<file path="src/rtl/trap_dispatch_pkg.sv">
package trap_dispatch_pkg;

    typedef enum logic [1:0] {
        EXC_ARITH   = 2'b00,
        EXC_CALL    = 2'b01,
        EXC_ILLEGAL = 2'b10,
        EXC_RSVD    = 2'b11
    } exc_kind_e;

    typedef enum logic [2:0] {
        ENT_NONE,
        ENT_MCHK,
        ENT_IPI,
        ENT_CLK,
        ENT_DEV,
        ENT_ARITH,
        ENT_ILLEGAL,
        ENT_CALL
    } entry_e;

    typedef enum logic [1:0] {
        ST_IDLE,
        ST_ISSUE,
        ST_HOLD
    } state_e;

    localparam int ENTRY_OFF_W = 16;

    localparam logic [ENTRY_OFF_W-1:0] OFF_MCHK    = 16'h0080;
    localparam logic [ENTRY_OFF_W-1:0] OFF_IPI     = 16'h0100;
    localparam logic [ENTRY_OFF_W-1:0] OFF_CLK     = 16'h0180;
    localparam logic [ENTRY_OFF_W-1:0] OFF_DEV     = 16'h0200;
    localparam logic [ENTRY_OFF_W-1:0] OFF_ARITH   = 16'h0280;
    localparam logic [ENTRY_OFF_W-1:0] OFF_ILLEGAL = 16'h0300;

    localparam logic [ENTRY_OFF_W-1:0] OFF_PRIV_CALLS   = 16'h1000;
    localparam logic [ENTRY_OFF_W-1:0] OFF_UNPRIV_CALLS = 16'h2000;

endpackage

</file>
<file path="src/rtl/trap_irq_arbiter.sv">
module trap_irq_arbiter #(
    parameter int LVL_W = 3,
    parameter int NSRC  = 4,
    parameter logic [NSRC*LVL_W-1:0] MAX_LVL = {3'd6, 3'd5, 3'd4, 3'd3}
) (
    input  logic [NSRC-1:0]  req_i,
    input  logic [LVL_W-1:0] ipl_i,
    input  logic             block_i,
    output logic [NSRC-1:0]  grant_o,
    output logic             any_o
);

    logic [NSRC-1:0] admit;

    // Source g may interrupt while the level is at or below its ceiling.
    for (genvar g = 0; g < NSRC; g++) begin : g_admit
        assign admit[g] = req_i[g] && !block_i && (ipl_i <= MAX_LVL[g*LVL_W +: LVL_W]);
    end

    // Highest index wins.
    always_comb begin
        logic higher;
        higher  = 1'b0;
        grant_o = '0;
        for (int i = NSRC - 1; i >= 0; i--) begin
            grant_o[i] = admit[i] && !higher;
            higher     = higher | admit[i];
        end
    end

    assign any_o = |admit;

    always_comb begin
        assert_grant_onehot_R4: assert ($onehot0(grant_o))
            else $error("grant vector has more than one bit set");
        assert_grant_any_R4: assert ((grant_o != '0) == any_o)
            else $error("grant and any flag disagree");
    end

endmodule

</file>
<file path="src/rtl/trap_vector_gen.sv">
module trap_vector_gen
    import trap_dispatch_pkg::*;
#(
    parameter int CALL_W     = 8,
    parameter int CALLS      = 64,
    parameter int SLOT_BYTES = 64,
    parameter int UNPRIV_BIT = 7
) (
    input  entry_e                  entry_i,
    input  logic [CALL_W-1:0]       call_i,
    output logic [ENTRY_OFF_W-1:0]  offset_o
);

    localparam int IDX_W   = $clog2(CALLS);
    localparam int SLOT_SH = $clog2(SLOT_BYTES);
    localparam int HI_W    = CALL_W - IDX_W;
    localparam logic [HI_W-1:0] UNPRIV_TAG = HI_W'(1) << (UNPRIV_BIT - IDX_W);

    logic [HI_W-1:0]        hi;
    logic [IDX_W-1:0]       idx;
    logic [ENTRY_OFF_W-1:0] slot;
    logic                   is_priv;
    logic                   is_unpriv;

    assign hi        = call_i[CALL_W-1:IDX_W];
    assign idx       = call_i[IDX_W-1:0];
    assign slot      = ENTRY_OFF_W'(idx) << SLOT_SH;
    assign is_priv   = (hi == '0);
    assign is_unpriv = (hi == UNPRIV_TAG);

    always_comb begin
        unique case (entry_i)
            ENT_MCHK:    offset_o = OFF_MCHK;
            ENT_IPI:     offset_o = OFF_IPI;
            ENT_CLK:     offset_o = OFF_CLK;
            ENT_DEV:     offset_o = OFF_DEV;
            ENT_ARITH:   offset_o = OFF_ARITH;
            ENT_CALL: begin
                if (is_priv)        offset_o = OFF_PRIV_CALLS + slot;
                else if (is_unpriv) offset_o = OFF_UNPRIV_CALLS + slot;
                else                offset_o = OFF_ILLEGAL;
            end
            default:     offset_o = OFF_ILLEGAL;
        endcase
    end

    always_comb begin
        assert_slot_aligned_R8: assert (offset_o[SLOT_SH-1:0] == '0)
            else $error("entry offset not aligned to slot size");
    end

endmodule

</file>
<file path="src/rtl/trap_dispatch.sv">
module trap_dispatch
    import trap_dispatch_pkg::*;
#(
    parameter int PC_W       = 64,
    parameter int LVL_W      = 3,
    parameter int CALL_W     = 8,
    parameter int SUM_W      = 7,
    parameter int MASK_W     = 64,
    parameter int INSN_BYTES = 4,
    parameter int DEV_MAX    = 3,
    parameter int CLK_MAX    = 4,
    parameter int IPI_MAX    = 5,
    parameter int MCHK_MAX   = 6
) (
    input  logic              clk,
    input  logic              rst_n,
    input  logic              req_dev_i,
    input  logic              req_clk_i,
    input  logic              req_ipi_i,
    input  logic              req_mchk_i,
    input  logic              exc_valid_i,
    input  logic [1:0]        exc_kind_i,
    input  logic [CALL_W-1:0] call_num_i,
    input  logic [SUM_W-1:0]  arith_sum_i,
    input  logic [MASK_W-1:0] arith_mask_i,
    input  logic [PC_W-1:0]   cur_pc_i,
    input  logic              priv_mode_i,
    input  logic [LVL_W-1:0]  ipl_i,
    input  logic [PC_W-1:0]   fw_base_i,
    output logic              redirect_o,
    output logic [PC_W-1:0]   new_pc_o,
    output logic [PC_W-1:0]   exc_addr_o,
    output logic              priv_set_o,
    output logic [SUM_W-1:0]  trap_sum_o,
    output logic [MASK_W-1:0] trap_mask_o
);

    localparam int NSRC = 4;
    localparam logic [NSRC*LVL_W-1:0] LVL_CEIL =
        {LVL_W'(MCHK_MAX), LVL_W'(IPI_MAX), LVL_W'(CLK_MAX), LVL_W'(DEV_MAX)};

    state_e                 state_q, state_d;
    entry_e                 entry;
    logic [NSRC-1:0]        req_vec;
    logic [NSRC-1:0]        grant;
    logic                   irq_any;
    logic                   take;
    logic [ENTRY_OFF_W-1:0] offset;
    logic [PC_W-1:0]        ret_pc;
    exc_kind_e              kind;

    assign req_vec = {req_mchk_i, req_ipi_i, req_clk_i, req_dev_i};
    assign kind    = exc_kind_e'(exc_kind_i);

    trap_irq_arbiter #(
        .LVL_W   (LVL_W),
        .NSRC    (NSRC),
        .MAX_LVL (LVL_CEIL)
    ) u_arb (
        .req_i   (req_vec),
        .ipl_i   (ipl_i),
        .block_i (priv_mode_i),
        .grant_o (grant),
        .any_o   (irq_any)
    );

    // Synchronous requests take precedence over interrupts.
    always_comb begin
        if (exc_valid_i) begin
            unique case (kind)
                EXC_ARITH: entry = ENT_ARITH;
                EXC_CALL:  entry = ENT_CALL;
                default:   entry = ENT_ILLEGAL;
            endcase
        end else if (irq_any) begin
            if (grant[3])      entry = ENT_MCHK;
            else if (grant[2]) entry = ENT_IPI;
            else if (grant[1]) entry = ENT_CLK;
            else               entry = ENT_DEV;
        end else begin
            entry = ENT_NONE;
        end
    end

    trap_vector_gen #(
        .CALL_W     (CALL_W),
        .CALLS      (64),
        .SLOT_BYTES (64),
        .UNPRIV_BIT (7)
    ) u_vec (
        .entry_i  (entry),
        .call_i   (call_num_i),
        .offset_o (offset)
    );

    assign take   = (state_q == ST_IDLE) && (entry != ENT_NONE);
    assign ret_pc = (entry == ENT_ARITH) ? cur_pc_i + PC_W'(INSN_BYTES) : cur_pc_i;

    // Next-state logic: take, retire, rearm, stay.
    always_comb begin
        state_d = state_q;
        unique case (state_q)
            ST_IDLE:  state_d = take ? ST_ISSUE : ST_IDLE;
            ST_ISSUE: state_d = ST_HOLD;
            ST_HOLD:  state_d = ST_IDLE;
            default:  state_d = ST_IDLE;
        endcase
    end

    always_ff @(posedge clk) begin
        if (!rst_n) state_q <= ST_IDLE;
        else        state_q <= state_d;
    end

    always_ff @(posedge clk) begin
        if (!rst_n) begin
            redirect_o  <= 1'b0;
            priv_set_o  <= 1'b0;
            new_pc_o    <= '0;
            exc_addr_o  <= '0;
            trap_sum_o  <= '0;
            trap_mask_o <= '0;
        end else begin
            redirect_o <= take;
            priv_set_o <= take;
            if (take) begin
                new_pc_o   <= fw_base_i + PC_W'(offset);
                exc_addr_o <= ret_pc | PC_W'(priv_mode_i);
                if (entry == ENT_ARITH) begin
                    trap_sum_o  <= arith_sum_i;
                    trap_mask_o <= arith_mask_i;
                end
            end
        end
    end

    assert_single_pulse_R12: assert property (@(posedge clk) disable iff (!rst_n)
        redirect_o |=> !redirect_o)
        else $error("redirect strobe longer than one cycle");

    assert_priv_blocks_irq_R2: assert property (@(posedge clk) disable iff (!rst_n)
        (state_q == ST_IDLE && priv_mode_i && !exc_valid_i) |=> !redirect_o)
        else $error("interrupt taken in privileged mode");

    assert_top_level_blocks_R3: assert property (@(posedge clk) disable iff (!rst_n)
        (state_q == ST_IDLE && !exc_valid_i && ipl_i == '1) |=> !redirect_o)
        else $error("interrupt taken at highest level");

    assert_mode_bit_R5: assert property (@(posedge clk) disable iff (!rst_n)
        (redirect_o && $past(priv_mode_i)) |-> exc_addr_o[0])
        else $error("saved address lost mode bit");

    assert_sync_taken_R11: assert property (@(posedge clk) disable iff (!rst_n)
        (state_q == ST_IDLE && exc_valid_i) |=> redirect_o)
        else $error("synchronous exception not taken");

    assert_arith_capture_R10: assert property (@(posedge clk) disable iff (!rst_n)
        (state_q == ST_IDLE && exc_valid_i && exc_kind_i == 2'b00)
            |=> (trap_mask_o == $past(arith_mask_i) && trap_sum_o == $past(arith_sum_i)))
        else $error("arithmetic operands not captured");

endmodule

</file>
<file path="config.mk">
export PLATFORM = sky130hd
export DESIGN_NAME = trap_dispatch
export DESIGN_NICKNAME = d
export VERILOG_FILES = /design/src/rtl/trap_dispatch_pkg.sv /design/src/rtl/trap_irq_arbiter.sv /design/src/rtl/trap_vector_gen.sv /design/src/rtl/trap_dispatch.sv
export SDC_FILE = /design/constraint.sdc
export NUM_CORES = 1
export LEC_CHECK = 0
export BUFFER_PORTS_ARGS = -buffer_cell sky130_fd_sc_hd__buf_2
export CAP_MARGIN = 40
export CORE_AREA = 2 2 162 164
export DETAILED_ROUTE_END_ITERATION = 6
export DIE_AREA = 0 0 164 166
export GPL_TIMING_DRIVEN = 0
export PLACE_DENSITY_LB_ADDON = 0.15
export SETUP_SLACK_MARGIN = 0.15
export SLEW_MARGIN = 20
export SYNTH_ARGS = -nofsm -noshare
export SYNTH_HDL_FRONTEND = slang
export SYNTH_SLANG_ARGS = --single-unit
</file>
<file path="constraint.sdc">
create_clock -name clk -period 8.9 [get_ports clk]
set_clock_uncertainty 0.15 [all_clocks]
set_input_delay 2.225 -clock clk [delete_from_list [all_inputs] [get_ports clk]]
set_output_delay 2.225 -clock clk [all_outputs]
set_load 0.05 [all_outputs]
</file>
======== Yosys cells after proc, flatten, opt, wreduce, memory -nomap -nowiden ========
Index checks and enable logic that the tools add are counted.
cells by class
  $add $sub $neg .......................... 4
  $mul .................................... 0
  div/mod/pow operators ................... 0
  order comparisons ....................... 4
  equality and inequality tests ........... 9
  shifts and indexed selects .............. 0
  muxes and demuxes ....................... 12
  bitwise operators ....................... 2
  reduce and logical (&&, ||, !) cells .... 20
operators by type and width
  cell                      count
  $pmux W16 S6              1
  $add A64 B16 Y64          1
  $add A64 B3 Y64 const B   1
  $mux W64                  1
  $or A64 B1 Y64            1
  $mux W16                  2
  $add A14 B12 Y15 const A  1
  $mux W3                   5
  $add A13 B12 Y14 const A  1
  $logic_and A1 B1 Y1       11
  $eq A3 B3 Y1 const B      3
  $le A3 B3 Y1 const B      3
  $pmux W2 S2               2
  $eq A3 B2 Y1 const B      2
  $logic_not A2 Y1          3
  $eq A2 B1 Y1 const B      2
  $reduce_or A4 Y1          1
  $eq A3 B1 Y1 const B      1
  $le A3 B2 Y1 const B      1
  $logic_not A1 Y1          3
  $reduce_bool A3 Y1        1
  $eq A2 B2 Y1 const B      1
  $reduce_and A2 Y1         1
  $mux W1                   1
  $or A1 B1 Y1              1
word-level totals
  bits in registers ....................... 202
  bits in latches ......................... 0
  bits in writable memories ............... 0
  bits in read-only memories .............. 0
  output and inout bits ................... 201
  memories kept ........................... 0

======== Logic depth before layout (Yosys ltp) ========
  word-level depth ........................ 15
  gate-level depth with buffers ........... 16
  depth with buffers taken out ............ 15

======== By module ========
A second synthesis with hierarchy kept.
second synthesis, totals
  cell total of the unflattened synthesis .. 1296
  area, all modules ....................... 10082.2 µm²
modules (own cells, without submodules)
  module            times used  cells an instance  area each (µm²)  sequential area each (µm²)
  trap_dispatch     1           1253               9813.2           4023.9
  trap_vector_gen   1           24                 160.2            0.0
  trap_irq_arbiter  1           19                 108.9            0.0

======== Worst setup path after synthesis ========
OpenSTA, ideal clock, no wires.
  kind .................................... input to register
  start ................................... input port req_ipi_i
  end ..................................... register new_pc_o[58]
  arrival time ............................ 5649 ps
  required time ........................... 8618 ps
  path slack .............................. 2969 ps
  stages .................................. 16
  buffers on the path ..................... 1
  path through ............................ a21boi_0 -> o21ai_0 -> a2111oi_0 -> nor2_1 -> nor3_1 -> and2_1 -> ha_1 -> inv_1 -> fa_1 -> nand2b_1 -> a211oi_1 -> o31ai_1 -> clkbuf_1 -> nor4_1 -> xnor2_1 -> a21oi_1
on the way
  longest elaborated chain between the ends .. 13
  elaborated cells between the ends (all ways) .. 22
  classes of those cells .................. add/sub: 1; eq/ne: 6; mux: 6; bitwise: 1; reduce/logical: 8
ends and longest elaborated chain
  element                               line                    RTL
  start, declared                       trap_dispatch.sv:19     input logic req_ipi_i,
  $logic_and A1 B1 Y1 * (2 in series)   trap_irq_arbiter.sv:17  assign admit[g] = req_i[g] && !block_i && (ipl_i <= MAX_LVL[g*LVL_W +: LVL_W]);
  $or A1 B1 Y1                          trap_irq_arbiter.sv:27  higher = higher | admit[i];
  $logic_not A1 Y1                      trap_irq_arbiter.sv:26  grant_o[i] = admit[i] && !higher;
  $logic_and A1 B1 Y1                   trap_irq_arbiter.sv:26
  $mux W3                               trap_dispatch.sv:78     else if (grant[1]) entry = ENT_CLK;
  $mux W3                               trap_dispatch.sv:77     else if (grant[2]) entry = ENT_IPI;
  $mux W3                               trap_dispatch.sv:76     if (grant[3]) entry = ENT_MCHK;
  $mux W3 *                             trap_dispatch.sv:75     end else if (irq_any) begin
  $mux W3 *                             trap_dispatch.sv:69     if (exc_valid_i) begin
  $eq A3 B3 Y1 (tied with other cells)  trap_vector_gen.sv:32   unique case (entry_i)
  $pmux W16 S6                          trap_vector_gen.sv:32
  $add A64 B16 Y64                      trap_dispatch.sv:127    new_pc_o <= fw_base_i + PC_W'(offset);
  end signal, assigned                  trap_dispatch.sv:127
  end, declared                         trap_dispatch.sv:31     output logic [PC_W-1:0] new_pc_o,
Mark *: on every way between the ends. The rest lies on a longest branch, timed or not.
A chain may end at the register's enable or synchronous reset.

======== Worst setup path after layout ========
  start ................................... input port ipl_i[2]
  end ..................................... register new_pc_o[62]
on the way
  longest elaborated chain between the ends .. 13
  elaborated cells between the ends (all ways) .. 29
  classes of those cells .................. add/sub: 1; order compare: 4; eq/ne: 6; mux: 6; bitwise: 1; reduce/logical: 11
ends and longest elaborated chain
  element                               line                    RTL
  start, declared                       trap_dispatch.sv:28     input logic [LVL_W-1:0] ipl_i,
  $le A3 B3 Y1                          trap_irq_arbiter.sv:17
  $logic_and A1 B1 Y1                   trap_irq_arbiter.sv:17
  $or A1 B1 Y1                          trap_irq_arbiter.sv:27
  $logic_not A1 Y1                      trap_irq_arbiter.sv:26
  $logic_and A1 B1 Y1                   trap_irq_arbiter.sv:26
  $mux W3                               trap_dispatch.sv:78
  $mux W3                               trap_dispatch.sv:77
  $mux W3                               trap_dispatch.sv:76
  $mux W3 *                             trap_dispatch.sv:75
  $mux W3 *                             trap_dispatch.sv:69
  $eq A3 B3 Y1 (tied with other cells)  trap_vector_gen.sv:32
  $pmux W16 S6                          trap_vector_gen.sv:32
  $add A64 B16 Y64                      trap_dispatch.sv:127
Marks and branches as above.

==> impl_metrics.env <==
export IMPL_worstPathArrival_ps=6800
export IMPL_grt_overflow_total=0
export IMPL_timing_final_crit_share_pct=74.0
export IMPL_fin_ws_ps=2310
export IMPL_p_leak_uw=0.00556
export IMPL_start_util_pct=38.5
export IMPL_fin_util_pct=51.8
export IMPL_core_um2=25600
export IMPL_irDropWorstVdd_uv=135
export IMPL_ys_top_cells_by_area="dfxtp_1 (41%), nand2_1 (8.6%), a21oi_1 (7.7%)"
export IMPL_cts_num_sinks=201
export IMPL_hold_viol_final=0
export IMPL_place_congestion=0.904
export IMPL_cts_tree="yes"
export IMPL_outcome="finished clean"
export IMPL_yosysTopAreaCell="dfxtp_1"
export IMPL_drcViolationCount=0
export IMPL_post_cts_setup_buffers=0
export IMPL_wl_um=39700
export IMPL_max_clock_freq_ghz=0.152
export IMPL_ys_seq_area_share_pct=40.8
export IMPL_die_area_um2=27200
export IMPL_num_nets_final=1953
export IMPL_cp_cell_sequence="buf_2, a21boi_0, o21ai_0, a2111oi_0, nor2_1, nor3_1, and2_1, ha_1, inv_1, fa_1, nand2b_1, a211oi_1, o31ai_1, clkbuf_1, nor4_1, xnor2_1, a21oi_1"
export IMPL_cts_made_buffers=24
export IMPL_io_buffer_count=420
export IMPL_htreeDepth=1
export IMPL_io_pins=421
export IMPL_die_h_um=166
export IMPL_syn_area_per_cell_um2=7.74
export IMPL_period_needed_ps=6590
export IMPL_grt_pass1_vias=10400
export IMPL_wl_per_cell_um=19.1
export IMPL_p_per_area_nw_per_um2=211
export IMPL_drtIter0Drc=621
export IMPL_grt_pass1_wl_um=58900
export IMPL_drtPass1Iterations=5
export IMPL_synth_cell_types=57
export IMPL_fill_cells=2621
export IMPL_avgViaCountPerCell=5.29
export IMPL_syn_instance_count=1276
export IMPL_rsz0062_at_grt="false"
export IMPL_antenna_found_initial=7
export IMPL_ctsResizeCount=0
export IMPL_max_stage_delay_ps=760
export IMPL_syn_to_final_growth_pct=34.5
export IMPL_worst_path_max_fanout=10
export IMPL_clk_path_buf_depth=3
export IMPL_yosysWarnings=0
export IMPL_slew_headroom_pct=39.8
export IMPL_ys_ff_latch=201
export IMPL_cp_required_ps=9120
export IMPL_synth_area_um2=9870
export IMPL_setup_viol=0
export IMPL_drive_above_1_share_pct=27.4
export IMPL_synth_edff_count=0
export IMPL_synthArstFlopShare_pct=0
export IMPL_yosysMostFrequentCell="nand2_1"
export IMPL_cts_root_buf="clkbuf_16"
export IMPL_yosys_area_top_type_share_pct=40.8
export IMPL_dpl_hpwl_um=31200
export IMPL_grt_max_degree=14
export IMPL_crit_buf_inv=3
export IMPL_synth_ff_type="dfxtp_1"
export IMPL_cp_start_kind="primary input"
export IMPL_cpMaxStageDelayCell="a2111oi_0"
export IMPL_die_w_um=164
export IMPL_drv_cap=0
export IMPL_setup_tns_ps=0
export IMPL_slew_violations=0
export IMPL_cp_top_family="compound AO/OA/AOI/OAI gates"
export IMPL_cts_hold_buf=0
export IMPL_hold_class="reg -> reg"
export IMPL_tightest_slew_ps=903
export IMPL_synth_nets=1506
export IMPL_path_class="in -> reg"
export IMPL_grt_util_all_layers_pct=27.6
export IMPL_rows=59
export IMPL_insertion_delay_ps=510
export IMPL_place_ws_ps=1870
export IMPL_ant_nets=0
export IMPL_yosys_top_cells_count="nand2_1 (225), dfxtp_1 (201), a21oi_1 (151), nor2_1 (88), o21ai_0 (86)"
export IMPL_clk_pin_slew_ps=50
export IMPL_vias=11000
export IMPL_end_kind="register"
worst reg2reg max path: stages, from the launching register on:
cell	delay, ps
dfxtp_1	350
nor2_1	300
o21ai_0	160
a31oi_1	550
clkbuf_1	530
clkbuf_1	610
nand3_1	230
a21oi_1	190
cell families after synthesis:
logic type | share of synthesized area, %
xor+xnor | 7.81
buf+inv | 4.28
compound gates | 21.1
simple gates | 24.7
fa+ha+maj | 1.34
flops | 40.8
layout by cell type, fill, tap and decap left out, types with 5 or more instances in the layout:
cell type,netlist,routed
buf_2,1,421
nand2_1,225,225
dfxtp_1,201,201
a21oi_1,151,151
nor2_1,88,88
o21ai_0,86,86
clkbuf_1,66,70
xnor2_1,60,60
a211oi_1,45,45
nor3_1,37,37
nand3_1,35,35
xor2_1,28,28
clkbuf_16,0,24
inv_1,22,22
nor4_1,22,22
nand4_1,22,22
and3_1,18,18
or3_1,17,17
and4_1,15,15
buf_1,15,15
o211ai_1,14,14
a31oi_1,12,12
o2111ai_1,9,9
ha_1,9,9
and2_1,8,8
or2_2,6,6
o221ai_1,6,6
a311oi_1,6,6
o21a_1,6,6
diode_2,0,5
nand2b_1,5,5
or4_1,5,5
clkbuf_8,0,5
report_power, final:
group	switching (uW)	total [uW]	internal (uW)
Clock	403	1060	656
Sequential	38.2	1020	981
Combinational	551	730	179
state kept, by name (all words and copies together), names as in the netlist:
register     count
new_pc_o        64
trap_mask_o     64
state_q          2
trap_sum_o       7
exc_addr_o      64
area by class of cell:
| type | instances | area [um^2] | share of cell area [%] |
|---|---|---|---|
| clock buffers | 33 | 684 | 5.16 |
| clock inverters | 11 | 174 | 1.31 |
| inverters | 22 | 82.6 | 0.622 |
| well taps | 335 | 419 | 3.16 |
| repair buffers | 421 | 2110 | 15.9 |
| flip-flops and latches | 201 | 4020 | 30.3 |
| diodes | 5 | 12.5 | 0.0943 |
| multi-input cells | 967 | 5430 | 40.9 |
| plain buffers | 86 | 340 | 2.56 |
worst paths after layout:
check | from | to | slack [ps] | cells past startpoint
min | state_q[1] | state_q[1] | 290 | 1
max | ipl_i[2] | new_pc_o[62] | 2310 | 17
min reg2reg | state_q[1] | state_q[1] | 290 | 1
max reg2reg | state_q[0] | new_pc_o[14] | 5750 | 7
stage by stage:
stage	hold WS [ps]	total power (uW)	std cells	instance area (um^2)
6_report	291	2810	2081	13300
5_1_grt	305	2920	2080	13300
4_1_cts	289	2830	2075	13300
3_5_place_dp	281	1770	2031	12400
3_3_place_gp	264	1760	2031	12400
2_1_floorplan	255	1510	1276	9870
metal layers:
layer	routed length, um	global-route usage [%]	share of wire (%)	vias to the layer above
met5	27	0	0.068	-
met4	1220	8.28	3.1	4
met2	19400	49.1	49	410
li1	-	-	-	5437
met1	15700	32.3	40	5076
met3	3360	7.24	8.5	77
Power figures use the tool's default switching activity.
